$ cat config.mk
export PLATFORM = sky130hd
export DESIGN_NAME = tag_ecc_unit
export DESIGN_NICKNAME = d
export VERILOG_FILES = /design/src/rtl/tag_ecc_pkg.sv /design/src/rtl/tag_ecc_encoder.sv /design/src/rtl/tag_ecc_decoder.sv /design/src/rtl/tag_ecc_corrector.sv /design/src/rtl/tag_ecc_unit.sv
export SDC_FILE = /design/constraint.sdc
export NUM_CORES = 1
export LEC_CHECK = 0
export BUFFER_PORTS_ARGS = -buffer_cell sky130_fd_sc_hd__clkbuf_2
export CORE_ASPECT_RATIO = 1.1
export CORE_MARGIN = 3
export CORE_UTILIZATION = 55
export CTS_CLUSTER_SIZE = 40
export DETAILED_ROUTE_END_ITERATION = 16
export PLACE_DENSITY = 0.84
export SETUP_SLACK_MARGIN = 0.1
export SYNTH_ARGS = -nofsm -noshare
export SYNTH_HDL_FRONTEND = slang
export SYNTH_SLANG_ARGS = --single-unit
$ cat constraint.sdc
create_clock -name clk -period 6.87 [get_ports clk]
set_input_delay 1.0305 -clock clk [delete_from_list [all_inputs] [get_ports clk]]
set_output_delay 1.0305 -clock clk [all_outputs]
set_load 0.01 [all_outputs]
$ cat src/rtl/tag_ecc_pkg.sv
package tag_ecc_pkg;

  typedef enum logic [1:0] {
    ACC_MISS = 2'b00,
    ACC_EXT  = 2'b01,
    ACC_CMO  = 2'b10,
    ACC_RSVD = 2'b11
  } access_e;

  typedef enum logic [1:0] {
    CLS_CLEAN  = 2'b00,
    CLS_SINGLE = 2'b01,
    CLS_MULTI  = 2'b10
  } ecc_class_e;

  // Check positions: all of nibble 0, plus bit 0 of every nibble whose
  // index is a power of two.
  function automatic bit is_check_pos(int pos);
    int nib;
    nib = pos / 4;
    if (pos < 4) return 1'b1;
    return (pos % 4 == 0) && ((nib & (nib - 1)) == 0);
  endfunction

  // Tag bit index carried at a data position.
  function automatic int data_index(int pos);
    int n;
    n = 0;
    for (int q = 0; q < pos; q++)
      if (!is_check_pos(q)) n++;
    return n;
  endfunction

endpackage

$ cat src/rtl/tag_ecc_encoder.sv
module tag_ecc_encoder
  import tag_ecc_pkg::*;
#(
  parameter int NIB_BITS = 3,
  localparam int WORD_W = 4 << NIB_BITS,
  localparam int CHK_W  = NIB_BITS + 4,
  localparam int TAG_W  = WORD_W - CHK_W
) (
  input  logic [TAG_W-1:0]  tag,
  output logic [WORD_W-1:0] word
);

  logic [WORD_W-1:0]   placed;
  logic [NIB_BITS-1:0] su;
  logic [3:0]          sv;

  for (genvar p = 0; p < WORD_W; p++) begin : g_place
    if (is_check_pos(p)) begin : g_chk
      assign placed[p] = 1'b0;
    end else begin : g_dat
      localparam int DI = data_index(p);
      assign placed[p] = tag[DI];
    end
  end

  // Syndrome of the data alone; the check bits cancel it.
  always_comb begin
    su = '0;
    sv = '0;
    for (int p = 0; p < WORD_W; p++) begin
      for (int b = 0; b < NIB_BITS; b++)
        if (((p >> (2 + b)) & 1) == 1) su[b] = su[b] ^ placed[p];
      sv[p[1:0]] = sv[p[1:0]] ^ placed[p];
    end
  end

  for (genvar p = 0; p < WORD_W; p++) begin : g_out
    if (p == 0) begin : g_c0
      assign word[p] = sv[0] ^ (^su);
    end else if (p < 4) begin : g_clo
      assign word[p] = sv[p];
    end else if (is_check_pos(p)) begin : g_chi
      localparam int B = $clog2(p / 4);
      assign word[p] = su[B];
    end else begin : g_dat
      assign word[p] = placed[p];
    end
  end

endmodule

$ cat src/rtl/tag_ecc_decoder.sv
module tag_ecc_decoder
  import tag_ecc_pkg::*;
#(
  parameter int NIB_BITS = 3,
  localparam int WORD_W = 4 << NIB_BITS,
  localparam int CHK_W  = NIB_BITS + 4,
  localparam int TAG_W  = WORD_W - CHK_W,
  localparam int POS_W  = NIB_BITS + 2
) (
  input  logic [WORD_W-1:0] word,
  output ecc_class_e        cls,
  output logic [POS_W-1:0]  err_pos,
  output logic [TAG_W-1:0]  raw_tag
);

  logic [NIB_BITS-1:0] su;
  logic [3:0]          sv;
  logic [1:0]          vidx;

  always_comb begin
    su = '0;
    sv = '0;
    for (int p = 0; p < WORD_W; p++) begin
      for (int b = 0; b < NIB_BITS; b++)
        if (((p >> (2 + b)) & 1) == 1) su[b] = su[b] ^ word[p];
      sv[p[1:0]] = sv[p[1:0]] ^ word[p];
    end
  end

  always_comb begin
    vidx = '0;
    for (int i = 0; i < 4; i++)
      if (sv[i]) vidx = 2'(i);
  end

  assign err_pos = {su, vidx};

  // Every column has exactly one low bit set, so a single error always
  // leaves a one-hot low syndrome; anything else is uncorrectable.
  always_comb begin
    if (su == '0 && sv == '0)      cls = CLS_CLEAN;
    else if ($countones(sv) == 1)  cls = CLS_SINGLE;
    else                           cls = CLS_MULTI;
  end

  for (genvar p = 0; p < WORD_W; p++) begin : g_ext
    if (!is_check_pos(p)) begin : g_dat
      localparam int DI = data_index(p);
      assign raw_tag[DI] = word[p];
    end
  end

endmodule

$ cat src/rtl/tag_ecc_corrector.sv
module tag_ecc_corrector
  import tag_ecc_pkg::*;
#(
  parameter int NIB_BITS = 3,
  localparam int WORD_W = 4 << NIB_BITS,
  localparam int CHK_W  = NIB_BITS + 4,
  localparam int TAG_W  = WORD_W - CHK_W,
  localparam int POS_W  = NIB_BITS + 2
) (
  input  logic [TAG_W-1:0] raw_tag,
  input  ecc_class_e       cls,
  input  logic [POS_W-1:0] err_pos,
  output logic [TAG_W-1:0] corr_tag
);

  logic [TAG_W-1:0] flip;

  // Only tag positions have a flip bit; a located check-bit error
  // leaves the tag untouched.
  for (genvar p = 0; p < WORD_W; p++) begin : g_flip
    if (!is_check_pos(p)) begin : g_dat
      localparam int DI = data_index(p);
      assign flip[DI] = (cls == CLS_SINGLE) && (err_pos == POS_W'(p));
    end
  end

  assign corr_tag = raw_tag ^ flip;

endmodule

$ cat src/rtl/tag_ecc_unit.sv
module tag_ecc_unit
  import tag_ecc_pkg::*;
#(
  parameter int NIB_BITS = 3,
  localparam int WORD_W = 4 << NIB_BITS,
  localparam int CHK_W  = NIB_BITS + 4,
  localparam int TAG_W  = WORD_W - CHK_W,
  localparam int POS_W  = NIB_BITS + 2
) (
  input  logic              clk,
  input  logic              rst,
  input  logic              wr_valid,
  input  logic [TAG_W-1:0]  wr_tag,
  output logic              wr_word_valid,
  output logic [WORD_W-1:0] wr_word,
  input  logic              rd_valid,
  input  logic [1:0]        rd_kind,
  input  logic [WORD_W-1:0] rd_word,
  output logic              out_valid,
  output logic [1:0]        out_kind,
  output logic              single_err,
  output logic              multi_err,
  output logic              trap,
  output logic              uncorrectable,
  output logic [TAG_W-1:0]  raw_tag,
  output logic [TAG_W-1:0]  corrected_tag,
  output logic [TAG_W-1:0]  resp_tag
);

  logic [WORD_W-1:0] enc_word;
  ecc_class_e        cls;
  logic [POS_W-1:0]  err_pos;
  logic [TAG_W-1:0]  dec_raw;
  logic [TAG_W-1:0]  dec_corr;
  logic              use_corr;
  logic              any_err;
  logic              may_trap;

  tag_ecc_encoder #(.NIB_BITS(NIB_BITS)) u_enc (
    .tag  (wr_tag),
    .word (enc_word)
  );

  tag_ecc_decoder #(.NIB_BITS(NIB_BITS)) u_dec (
    .word    (rd_word),
    .cls     (cls),
    .err_pos (err_pos),
    .raw_tag (dec_raw)
  );

  tag_ecc_corrector #(.NIB_BITS(NIB_BITS)) u_cor (
    .raw_tag  (dec_raw),
    .cls      (cls),
    .err_pos  (err_pos),
    .corr_tag (dec_corr)
  );

  assign use_corr = (rd_kind == ACC_EXT) || (rd_kind == ACC_CMO);
  assign may_trap = (rd_kind != ACC_CMO);
  assign any_err  = (cls != CLS_CLEAN);

  always_ff @(posedge clk) begin
    if (rst) begin
      wr_word_valid <= 1'b0;
      wr_word       <= '0;
    end else begin
      wr_word_valid <= wr_valid;
      if (wr_valid) wr_word <= enc_word;
    end
  end

  always_ff @(posedge clk) begin
    if (rst) begin
      out_valid     <= 1'b0;
      out_kind      <= 2'b00;
      single_err    <= 1'b0;
      multi_err     <= 1'b0;
      trap          <= 1'b0;
      uncorrectable <= 1'b0;
      raw_tag       <= '0;
      corrected_tag <= '0;
      resp_tag      <= '0;
    end else begin
      out_valid     <= rd_valid;
      single_err    <= rd_valid && (cls == CLS_SINGLE);
      multi_err     <= rd_valid && (cls == CLS_MULTI);
      trap          <= rd_valid && any_err && may_trap;
      uncorrectable <= rd_valid && (cls == CLS_MULTI) && use_corr;
      if (rd_valid) begin
        out_kind      <= rd_kind;
        raw_tag       <= dec_raw;
        corrected_tag <= dec_corr;
        resp_tag      <= use_corr ? dec_corr : dec_raw;
      end
    end
  end

endmodule

==> results of run 1 <==
==> sequential cells by signal, indices dropped and copies added, names as in the netlist <==
signal and flops:
corrected_tag 25, multi_err 1, out_kind 2, out_valid 1
raw_tag 25, resp_tag 25, single_err 1, trap 1
uncorrectable 1, wr_word 32, wr_word_valid 1
==> report_power, final <==
part | leakage, nW | internal [mW] | total (mW) | switching [mW]
Sequential | 0.952 | 0.729 | 0.763 | 0.0338
Clock | 0.279 | 0.538 | 0.824 | 0.286
Combinational | 2.11 | 0.345 | 0.993 | 0.648
==> worst max-delay path, stage by stage <==
cell and delay (ns):
clkbuf_2 0.20, xnor3_1 0.39, xnor3_1 0.42, xnor2_2 0.26
ha_1 0.29, ha_1 0.19, fa_1 0.42, nor2_1 0.13
and2_1 0.51, nand2b_1 0.16, nor4_1 0.52, nor2b_1 0.24
mux2_2 0.35
==> through the flow <==
step           worst slack [ns]  hold slack (ns)    util  cells  power [mW]
6_report                  2.035           0.4664  0.7088    952       2.580
5_1_grt                   1.860           0.4918  0.7088    952       2.714
4_1_cts                   2.118           0.4648  0.7088    952       2.568
3_5_place_dp              1.705           0.4569  0.6566    922       1.738
3_3_place_gp              1.833           0.4520  0.6566    922       1.713
2_1_floorplan             2.131           0.4900       -    656       1.490
==> kinds of logic (layout without fill, tap and decap cells) <==
kind of cell	count (synthesis)	count (layout)	synth area share
buffers and inverters	69	222	0.04549
multiplexers	50	50	0.08201
AND/OR/NAND/NOR	218	218	0.1744
AO/OA/AOI/OAI	97	97	0.1191
flip-flops	115	115	0.3754
XOR/XNOR	99	99	0.1860
adder cells (fa/ha/maj)	8	8	0.01754
==> per-layer routing <==
metal / GRT usage / up-vias / part of all wire
met2: 0.4610 / 290 / 0.48
met3: 0.08071 / 47 / 0.092
met1: 0.3561 / 2636 / 0.40
met5: 0 / - / 0
met4: 0.1219 / 0 / 0.031
li1: - / 2610 / -
==> area by class of cell <==
type,instances,area (um^2),share of cell area
clock buffer,25,505.5,0.06704
clock inverter,5,50.05,0.006638
inverter,14,52.55,0.006970
multi-input combinational,472,3552,0.4711
sequential,115,2302,0.3053
tap,143,178.9,0.02373
timing repair buffer,178,898.4,0.1192
==> Yosys cell counts, drive strengths merged, types with 2 or more instances <==
master	instances
a2111oi	3
a211oi	6
a21oi	11
a311oi	34
and2	4
buf	19
clkbuf	36
dfxtp	115
ha	7
inv	14
mux2	2
mux2i	48
nand2	21
nand2b	4
nand3	9
nand4	11
nor2	109
nor2b	3
nor3	4
nor4	15
o21ai	22
o311a	4
o31ai	10
o41ai	3
or3	21
or4	11
or4b	3
xnor2	63
xnor3	14
xor2	21
==> path summary, 6_finish.rpt <==
kind | cells after the start | endpoint | startpoint
min | 2 | raw_tag[5] | raw_tag[5]
max | 13 | resp_tag[10] | rd_word[27]
max reg2reg | 2 | resp_tag[12] | resp_tag[12]
min reg2reg | 2 | raw_tag[5] | raw_tag[5]
==> placed cells by master, fill, tap and decap left out, drive strengths merged, types with 2 or more instances in the layout <==
| cell type | count |
|---|---|
| xnor3 | 14 |
| a211oi | 6 |
| nand2b | 4 |
| buf | 3 |
| or4 | 11 |
| o21ai | 22 |
| o41ai | 3 |
| nand3 | 9 |
| ha | 7 |
| nor3 | 4 |
| a21oi | 11 |
| o31ai | 10 |
| and2 | 4 |
| mux2i | 48 |
| clkinv | 4 |
| nor2 | 109 |
| clkbuf | 200 |
| o311a | 4 |
| a311oi | 34 |
| nor2b | 3 |
| nor4 | 15 |
| nand2 | 21 |
| or3 | 21 |
| dfxtp | 115 |
| a2111oi | 3 |
| nand4 | 11 |
| mux2 | 2 |
| inv | 14 |
| xnor2 | 63 |
| or4b | 3 |
| xor2 | 21 |
==> impl_metrics.json, run 1 <==
{
  "status": "finished clean",
  "grtUsageTotal": 0.2839,
  "syn_inst": 656,
  "finalInstanceArea_um2": 7540,
  "ios": 178,
  "cts_htree_levels": 4,
  "netlist_area_um2": 6133,
  "crit_fanout": 13,
  "n_fill_cell": 814,
  "yosysUniqueCellTypes": 51,
  "fin_crit_ns": 4.835,
  "place_congestion": 0.9248,
  "drive_gt1_frac": 0.2756,
  "die_w_um": 106.7,
  "ys_seq_elements": 115,
  "yosysTopAreaCell": "dfxtp_1",
  "core_area_um2": 10640,
  "synth_nets": 727,
  "clk_pin_slew_ns": 0.05,
  "yosysTopAreaCellShare": 0.3754,
  "num_rows": 39,
  "grt_max_degree": 114,
  "avgRoutedWirePerCell_um": 18.41,
  "post_dp_cell_area_um2": 6984,
  "cts_buffers": 17,
  "io_buffers": 177,
  "syn2layout_area_growth_pct": 22.93,
  "critPathKind": "input pin to flop",
  "routed_via_density": 5.864,
  "start_kind": "input pin",
  "rsz0062_at_grt": "no",
  "clockBufferDepth": 2,
  "cellPowerDensity_nw_per_um2": 342.2,
  "worst-r2r-setup-slack_ns": 5.91,
  "grt_antenna_before_repair": 0,
  "grt_pass1_wl_um": 27560,
  "drc": 0,
  "via_count": 5583,
  "leakage_nw": 3.338,
  "routed_wl_um": 17520,
  "ys_warn_count": 0,
  "hpwl_um": 12610,
  "num_antenna_cells": 0,
  "fmax_mhz": 206.8,
  "fin_nets": 869,
  "synth.area.top_cells": "dfxtp_1 38%, xnor2_1 8.1%, mux2i_1 7.8%",
  "arrival_ns": 5.13,
  "maxSlewViolCount": 0,
  "cts_tree": "yes",
  "postSynthAreaPerCell_um2": 9.350,
  "clk_latency_ns": 0.40,
  "ir_drop_mv": 0.1914,
  "die_h_um": 116.8,
  "ys.flop_type": "dfxtp_1",
  "async_flop_share": 0,
  "finalSetupViolations": 0,
  "end_kind": "flop",
  "die_area_um2": 12460,
  "seq_area_frac_synth": 0.3754,
  "period_share": 0.7038,
  "cts.sinks": 115,
  "tightest_slew_ns": 1.141,
  "hold_class": "flop to flop",
  "final_hold_viol_count": 0,
  "cts-root-buf": "clkbuf_16",
  "cts_hold_buf": 0,
  "finalClockSkew_ns": 0,
  "synth_edf_count": 0,
  "grt_pass1_vias": 5299,
  "cp.required_ns": 7.16,
  "firstDrtPassIters": 5,
  "start_util": 0.5766,
  "grt-ovfl-total": 0,
  "cts_resized": 0,
  "detail-route-antenna-nets": 0,
  "maxCapViolCount": 0,
  "cts_setup_buffers": 0,
  "slew_headroom": 0.2393,
  "drt_iter0_markers": 339,
  "tns_ns": 0
}
No activity file was read; power rests on OpenSTA's default activity.
==> run 2: changes to the inputs <==
Settings changed: CORE_UTILIZATION 55 to 52, PLACE_DENSITY 0.84 to 0.8.
Clock period 6.87 ns to 4.95 ns, I/O delays scaled along.
==> run 2 against run 1 <==
  * Sequential power is 39% higher
  * First-iteration DRC count is 60% higher
  * Die area is 5.5% higher
  * Sequential cell count stayed put
  * Sequential share of layout area is 0.48 points lower
  * Clock power is 57% higher
  * Non-clock buffer count is 7 higher
  * Worst setup slack worse by 1.6 ns
  * Register-to-register slack worse by 1.9 ns
  * Critical path type unchanged
  * Largest power group unchanged
  * Highest routed layer unchanged
==> impl_metrics.json, run 2 (synthesized netlist as in run 1, its figures left out) <==
{
  "total_power_mw": 3.746,
  "clk_latency_ns": 0.40,
  "syn2layout_area_growth_pct": 24.91,
  "routed_via_density": 5.820,
  "place_ws_ns": 0.06327,
  "core_area_um2": 11210,
  "crit_family": "simple AND/OR/NAND/NOR gates",
  "place_congestion": 1.003,
  "path_cells": "clkbuf_2 > xnor3_1 > xnor3_1 > xnor2_2 > ha_1 > ha_1 > fa_1 > nor2_1 > and2_1 > nand3_1 > or4_1 > a311oi_1",
  "grt_antenna_before_repair": 0,
  "cts_tree": "yes",
  "post_dp_cell_area_um2": 7042,
  "clk_pin_slew_ns": 0.06,
  "cts.sinks": 115,
  "maxSlewViolCount": 0,
  "slew_headroom": 0.2263,
  "finalClockSkew_ns": 0,
  "detail-route-antenna-nets": 0,
  "fin_nets": 876,
  "fin_crit_ns": 4.526,
  "routed_wl_um": 18080,
  "cts-root-buf": "clkbuf_16",
  "ios": 178,
  "tightest_slew_ns": 1.161,
  "drt_iter0_markers": 543,
  "n_fill_cell": 842,
  "cts_resized": 0,
  "largest_reg_flops": 32,
  "drc": 0,
  "cts_htree_levels": 4,
  "start_kind": "input pin",
  "fmax_mhz": 221.0,
  "end_kind": "flop",
  "cp.required_ns": 5.27,
  "holdWs_ns": 0.4723,
  "cellPowerDensity_nw_per_um2": 489.0,
  "crit_fanout": 13,
  "die_area_um2": 13140,
  "start_util": 0.5471,
  "period_share": 0.9142,
  "grtUsageTotal": 0.2731,
  "critPathBufInv": 1,
  "mostFrequentLayoutCell": "clkbuf_2",
  "status": "finished clean",
  "grt_max_degree": 114,
  "clockBufferDepth": 2,
  "maxCapViolCount": 0,
  "ir_drop_mv": 0.2222,
  "finalWorstSetupSlack_ns": 0.4245,
  "arrival_ns": 4.84,
  "critPathKind": "input pin to flop",
  "leakage_nw": 3.394,
  "cts_setup_buffers": 0,
  "grt_pass1_wl_um": 28060,
  "num_antenna_cells": 0,
  "cts_buffers": 17,
  "rsz0062_at_grt": "no",
  "mostFrequentLayoutCells": "175 x clkbuf_2, 115 x dfxtp_1, 108 x nor2_1",
  "drive_gt1_frac": 0.2836,
  "die_w_um": 109.6,
  "avgRoutedWirePerCell_um": 18.73,
  "hpwl_um": 13030,
  "io_buffers": 177,
  "crit_path_max_incr_delay_ns": 0.59,
  "final_hold_viol_count": 0,
  "largest_register": "wr_word",
  "firstDrtPassIters": 5,
  "die_h_um": 119.9,
  "num_rows": 40,
  "grt_pass1_vias": 5388,
  "tns_ns": 0,
  "crit_slowest_cell": "or4_1",
  "finalInstanceArea_um2": 7661,
  "hold_class": "flop to flop",
  "cts_hold_buf": 0,
  "grt-ovfl-total": 0,
  "finalSetupViolations": 0,
  "via_count": 5616
}
run 2: path summary, 6_finish.rpt:
path / startpoint / slack (ns) / cells after the start / end
min: raw_tag[0] / 0.47 / 2 / raw_tag[0]
max: rd_word[27] / 0.42 / 12 / corrected_tag[4]
max reg2reg: resp_tag[11] / 3.99 / 2 / resp_tag[11]
min reg2reg: raw_tag[0] / 0.47 / 2 / raw_tag[0]
run 2: routing by layer:
layer | vias to the layer above | share of wire | global-route usage | wire [um]
met2 | 310 | 0.48 | 0.4347 | 8594
li1 | 2635 | - | - | -
met4 | 0 | 0.029 | 0.1161 | 533
met1 | 2631 | 0.40 | 0.3583 | 7242
met5 | - | 0 | 0 | 0
met3 | 40 | 0.094 | 0.05433 | 1707
run 2: worst min-delay path, stage by stage (launching register included):
cell and delay, ns:
dfxtp_1 0.31, nand2_1 0.06, a21oi_1 0.05
run 2: cell type report:
class	count	area [um^2]	share of cell area
Clock inverter	10	155.1	0.02025
Tap cell	147	183.9	0.02401
Inverter	14	52.55	0.006859
Sequential cell	115	2302	0.3005
Clock buffer	22	464.2	0.06059
Multi-Input combinational cell	472	3552	0.4637
Timing Repair Buffer	185	950.9	0.1241
run 2: power by group:
| group | internal, mW | switching [mW] |
|---|---|---|
| combinational | 0.499 | 0.902 |
| clock | 0.864 | 0.421 |
| sequential | 1.01 | 0.0481 |
run 2: stage by stage:
step	cells	util
after floorplan	656	-
after global placement	933	0.6281
after detailed placement	933	0.6281
after CTS	965	0.6834
after global routing	965	0.6834
final	965	0.6834
